$ cat src/rtl/bsf_pkg.sv
package bsf_pkg;

    typedef enum logic [2:0] {
        K_ALU    = 3'd0,
        K_LOAD   = 3'd1,
        K_STORE  = 3'd2,
        K_BRANCH = 3'd3,
        K_MULDIV = 3'd4
    } kind_e;

    typedef enum logic [2:0] {
        C_EQ  = 3'd0,
        C_NE  = 3'd1,
        C_LT  = 3'd4,
        C_GE  = 3'd5,
        C_LTU = 3'd6,
        C_GEU = 3'd7
    } cond_e;

    typedef enum logic [1:0] {
        ST_IDLE  = 2'd0,
        ST_PASS  = 2'd1,
        ST_FUSED = 2'd2
    } fsm_e;

    localparam int unsigned SHORT_BYTES = 2;
    localparam int unsigned LONG_BYTES  = 4;

    function automatic logic cond_known(input logic [2:0] c);
        return (c != 3'd2) && (c != 3'd3);
    endfunction

endpackage

$ cat src/rtl/bsf_detect.sv
module bsf_detect
    import bsf_pkg::*;
#(
    parameter int unsigned XLEN = 32
) (
    input  logic            vld_i,
    input  logic [XLEN-1:0] a_pc_i,
    input  logic            a_short_i,
    input  logic [2:0]      a_kind_i,
    input  logic [2:0]      a_cond_i,
    input  logic [XLEN-1:0] a_offs_i,
    input  logic [XLEN-1:0] b_pc_i,
    input  logic            b_short_i,
    input  logic [2:0]      b_kind_i,
    output logic            fuse_o
);
    localparam logic [XLEN-1:0] LEN_S = XLEN'(SHORT_BYTES);
    localparam logic [XLEN-1:0] LEN_L = XLEN'(LONG_BYTES);

    logic [XLEN-1:0] len_a, len_b, target, past_b;
    logic            adjacent, forward, lands, kinds_ok;

    always_comb begin
        len_a    = a_short_i ? LEN_S : LEN_L;
        len_b    = b_short_i ? LEN_S : LEN_L;
        target   = a_pc_i + a_offs_i;
        past_b   = b_pc_i + len_b;
        adjacent = (b_pc_i == a_pc_i + len_a);
        forward  = ($signed(a_offs_i) > 0);
        lands    = (target == past_b);
        kinds_ok = (a_kind_i == K_BRANCH) && cond_known(a_cond_i)
                && (b_kind_i == K_ALU);
        fuse_o   = vld_i && kinds_ok && adjacent && forward && lands;
    end

endmodule

$ cat src/rtl/bsf_cond.sv
module bsf_cond
    import bsf_pkg::*;
(
    input  logic [2:0] cond_i,
    input  logic       eq_i,
    input  logic       lt_i,
    input  logic       ltu_i,
    output logic       taken_o
);
    always_comb begin
        unique case (cond_i)
            C_EQ:    taken_o = eq_i;
            C_NE:    taken_o = !eq_i;
            C_LT:    taken_o = lt_i;
            C_GE:    taken_o = !lt_i;
            C_LTU:   taken_o = ltu_i;
            C_GEU:   taken_o = !ltu_i;
            default: taken_o = 1'b0;
        endcase
    end

endmodule

$ cat src/rtl/branch_skip_fuse.sv
module branch_skip_fuse
    import bsf_pkg::*;
#(
    parameter int unsigned XLEN = 32
) (
    input  logic            clk_i,
    input  logic            rst_ni,
    input  logic            pair_vld_i,
    input  logic [XLEN-1:0] a_pc_i,
    input  logic            a_short_i,
    input  logic [2:0]      a_kind_i,
    input  logic [2:0]      a_cond_i,
    input  logic [XLEN-1:0] a_offs_i,
    input  logic [XLEN-1:0] b_pc_i,
    input  logic            b_short_i,
    input  logic [2:0]      b_kind_i,
    input  logic            b_wr_i,
    input  logic            flag_eq_i,
    input  logic            flag_lt_i,
    input  logic            flag_ltu_i,
    output logic            fuse_o,
    output logic            b_wb_en_o
);
    fsm_e       state_q, state_d;
    logic [2:0] cond_q;
    logic       bwr_q;
    logic       fuse_dec;
    logic       taken;

    bsf_detect #(.XLEN(XLEN)) u_detect (
        .vld_i     (pair_vld_i),
        .a_pc_i    (a_pc_i),
        .a_short_i (a_short_i),
        .a_kind_i  (a_kind_i),
        .a_cond_i  (a_cond_i),
        .a_offs_i  (a_offs_i),
        .b_pc_i    (b_pc_i),
        .b_short_i (b_short_i),
        .b_kind_i  (b_kind_i),
        .fuse_o    (fuse_dec)
    );

    bsf_cond u_cond (
        .cond_i  (cond_q),
        .eq_i    (flag_eq_i),
        .lt_i    (flag_lt_i),
        .ltu_i   (flag_ltu_i),
        .taken_o (taken)
    );

    // Next state: decided from the pair sitting in decode.
    always_comb begin
        if (!pair_vld_i)    state_d = ST_IDLE;
        else if (fuse_dec)  state_d = ST_FUSED;
        else                state_d = ST_PASS;
    end

    // State register plus the fields the execute cycle still needs.
    always_ff @(posedge clk_i) begin
        if (!rst_ni) begin
            state_q <= ST_IDLE;
            cond_q  <= 3'd0;
            bwr_q   <= 1'b0;
        end else begin
            state_q <= state_d;
            cond_q  <= a_cond_i;
            bwr_q   <= pair_vld_i && b_wr_i;
        end
    end

    // Outputs for the pair in execute.
    always_comb begin
        unique case (state_q)
            ST_IDLE: begin
                fuse_o    = 1'b0;
                b_wb_en_o = 1'b0;
            end
            ST_PASS: begin
                fuse_o    = 1'b0;
                b_wb_en_o = bwr_q;
            end
            ST_FUSED: begin
                fuse_o    = 1'b1;
                b_wb_en_o = bwr_q && !taken;
            end
            default: begin
                fuse_o    = 1'b0;
                b_wb_en_o = 1'b0;
            end
        endcase
    end

endmodule

$ cat config.mk
export PLATFORM = sky130hd
export DESIGN_NAME = branch_skip_fuse
export DESIGN_NICKNAME = d
export VERILOG_FILES = /design/src/rtl/bsf_pkg.sv /design/src/rtl/bsf_detect.sv /design/src/rtl/bsf_cond.sv /design/src/rtl/branch_skip_fuse.sv
export SDC_FILE = /design/constraint.sdc
export NUM_CORES = 1
export LEC_CHECK = 0
export ABC_AREA = 1
export BUFFER_PORTS_ARGS = -buffer_cell sky130_fd_sc_hd__buf_2
export CORE_ASPECT_RATIO = 0.5
export CORE_MARGIN = 3
export CORE_UTILIZATION = 65
export CTS_BUF_LIST = sky130_fd_sc_hd__clkbuf_8
export DETAILED_ROUTE_END_ITERATION = 8
export GPL_TIMING_DRIVEN = 0
export PLACE_DENSITY = 0.92
export SLEW_MARGIN = 30
export SYNTH_ARGS = -nofsm -noshare
export SYNTH_HDL_FRONTEND = slang
export SYNTH_SLANG_ARGS = --single-unit
$ cat constraint.sdc
create_clock -name clk_i -period 6.6 [get_ports clk_i]
set_clock_uncertainty 0.1 [all_clocks]
set_input_delay 1.32 -clock clk_i [delete_from_list [all_inputs] [get_ports clk_i]]
set_output_delay 1.32 -clock clk_i [all_outputs]
set_load 0.01 [all_outputs]
==> qor.csv <==
metric,value,unit
core region area,0.00985,mm^2
crit-path max FO,4,
Main synth FF type,dfxtp_1,
First-pass DRT Iterations,6,
pin count of the biggest net entering global routing,11,
"Clk pin slew, worst setup/hold paths",0.04,ns
FF+latch area,120,um^2
max cap viols,0,
DRC,0,
Die Area,0.0119,mm^2
antenna cells,0,
Worst Tran Pin Value,0.515,ns
PwrDens,91.8,mW/mm^2
critical path class,in2reg,
CTS tree,built,
htree depth,1,
DP HPWL,22.0,mm
Final Setup Violations,0,
Placer Congestion,1.16,
"most common cell after layout, fill and taps aside",nand2_1,
DP Cell Count,1671,
WL final,25.2,mm
Leakage,4.63,nW
post-synthesis net count,1584,
area of the multi-input gates,0.00573,mm^2
Non-Filler Instances,1674,
"Net count, final",1695,
Switch Pwr,0.417,mW
final setup TNS,0,ns
layout cells sized above 1,0.114,
WL/cell,15.1,um
Hold Path Sink,cond_q[1],
post-CTS setup buffers,0,
Internal Power,0.279,mW
final hold viol count,0,
Critical Path Sink Type,register,
filler instances,911,
TritonCTS Buffers,3,
Layout Utilization,0.770,
WP data required,6.59,ns
cts hold-fix bufs,0,
DIE WIDTH,151,um
CTS Buffer Depth,2,
share of synthesized registers carrying an async set or reset,0,
max_slew headroom,0.655,
Final min period,4.42,ns
Post-Syn Instances,1430,
Net Sw Frac,0.599,
initial antenna violation count,0,
sequential-to-total area share from yosys stat,0.0175,
Buffers on Ports,106,
fmax,0.226,GHz
CTS root buffer,clkbuf_8,
area grow syn2layout,10.8,%
HP Start,a_cond_i[1],
clk sink count,6,
Max IR drop VDD,0.0000800,V
Ys Warns,0,
unrepaired setup endpoints after global routing,false,
clock network fraction of design power,0.078,
first-pass GRT wire length,40.2,mm
Ports,116,
DRT antenna net count,0,
vias after detailed routing,9394,
GRT Resource Usage Total,0.421,
DR vias/cell,5.61,
initial DRC count,1274,
"EDFF count, synth",0,
synthesized area,0.00685,mm^2
initial core utilization,0.695,
CP Launch Type,input pin,
vias in the first global route,8384,
Hold Crit Depth,3,
die height,78.6,um
Netlist cell types,39,
crit path DAT,4.40,ns
Synth Register Bits,6,
Flop pwr share,0.056,
max-slew violation count,0,
GR Overflow Total,0,
run status,"complete, no violations",
Final Cycle Share,0.669,
standard-cell row count,25,
Post-CTS Resized,0,
most frequent cells in the layout,"nand2_1, inv_1, nor2_1",
hold slack,1.22,ns
Mapped Avg Cell Area,4.79,um^2
Hold Crit Class,in2reg,
Gate power share,0.866,
## cell type report
type,count,share of cell area
buffer,11,0.00956
clock buffer,3,0.00544
inverter,248,0.123
multi-input combinational,1165,0.754
sequential,6,0.0158
tap,135,0.0223
timing repair buffer,106,0.0699
## registers in the layout, summed over array words and instances (netlist names)
name     flops
state_q      2
bwr_q        1
cond_q       3
## how the worst max path moves through the flow
stage | slack [ns] | startpoint | to | depth (start not counted)
after floorplan | 3.09 | flag_ltu_i | b_wb_en_o | 6
after global placement | 2.25 | b_short_i | state_q[1] | 19
after detailed placement | 2.17 | b_short_i | state_q[1] | 19
after CTS | 2.37 | b_short_i | state_q[1] | 19
after global routing | 2.05 | b_short_i | state_q[1] | 19
final | 2.18 | b_short_i | state_q[1] | 19
## worst max-delay path, stage by stage
cell	delay, ns
buf_2	0.12
ha_1	0.20
inv_1	0.07
fa_1	0.50
inv_1	0.11
nand3_1	0.24
nor2_1	0.31
nand2_1	0.08
nand2_1	0.09
nand2_1	0.05
inv_1	0.06
nor2_1	0.06
nor2_1	0.11
nand3_1	0.12
nor2_1	0.13
nand3_1	0.08
nor2_1	0.23
nand4_1	0.17
nor3_2	0.32
## cells in the mapped netlist (3+ instances only)
cell	count	area (um^2)
nand2_1	590	2210
inv_1	243	912
nor2_1	183	687
nand3_1	125	626
xor2_1	40	350
ha_1	37	463
a21oi_1	28	140
nand4_1	26	163
xnor2_1	22	193
nand2_2	18	113
nor3_1	16	80.1
nand3b_1	14	105
nor2_2	13	81.3
o21ai_0	11	55.1
nor2_4	10	113
dfxtp_1	6	120
buf_4	5	37.5
inv_2	4	15.0
nand3_2	4	40.0
nor3b_1	4	30.0
o21bai_1	4	30.0
clkbuf_2	3	15.0
fa_1	3	60.1
or2_1	3	18.8
## through the flow
stage                     cell area, um^2  power, mW  setup WS (ns)
final                                7590      0.697           2.18
after global placement               7550      0.600           2.25
after floorplan                      6850      0.444           3.09
after global routing                 7590      0.767           2.05
after CTS                            7590      0.675           2.37
after detailed placement             7550      0.618           2.17
## cells by family after synthesis
| group | Yosys count | share of synthesized area |
|---|---|---|
| AO/OA/AOI/OAI | 46 | 0.0367 |
| XOR/XNOR | 64 | 0.0859 |
| multiplexers | 1 | 0.00146 |
| buffers and inverters | 259 | 0.147 |
| adder cells (fa/ha/maj) | 40 | 0.0764 |
| flip-flops | 6 | 0.0175 |
| AND/OR/NAND/NOR | 1014 | 0.636 |
## metal layers
layer	track usage	share of wire	up-vias
met5	0	0	-
met4	0.119	0.034	0
met3	0.0698	0.14	92
met2	0.689	0.42	621
met1	0.568	0.41	4082
li1	-	-	4599
## power by group through the flow
stage               logic (mW)  registers (mW)  clock network (mW)
floorplan                0.404          0.0393                   0
global placement         0.560          0.0394                   0
detailed placement       0.578          0.0396                   0
CTS                      0.582          0.0391              0.0540
global route             0.671          0.0393              0.0566
finish                   0.604          0.0392              0.0540
No activity file was read; power rests on OpenSTA's default activity.
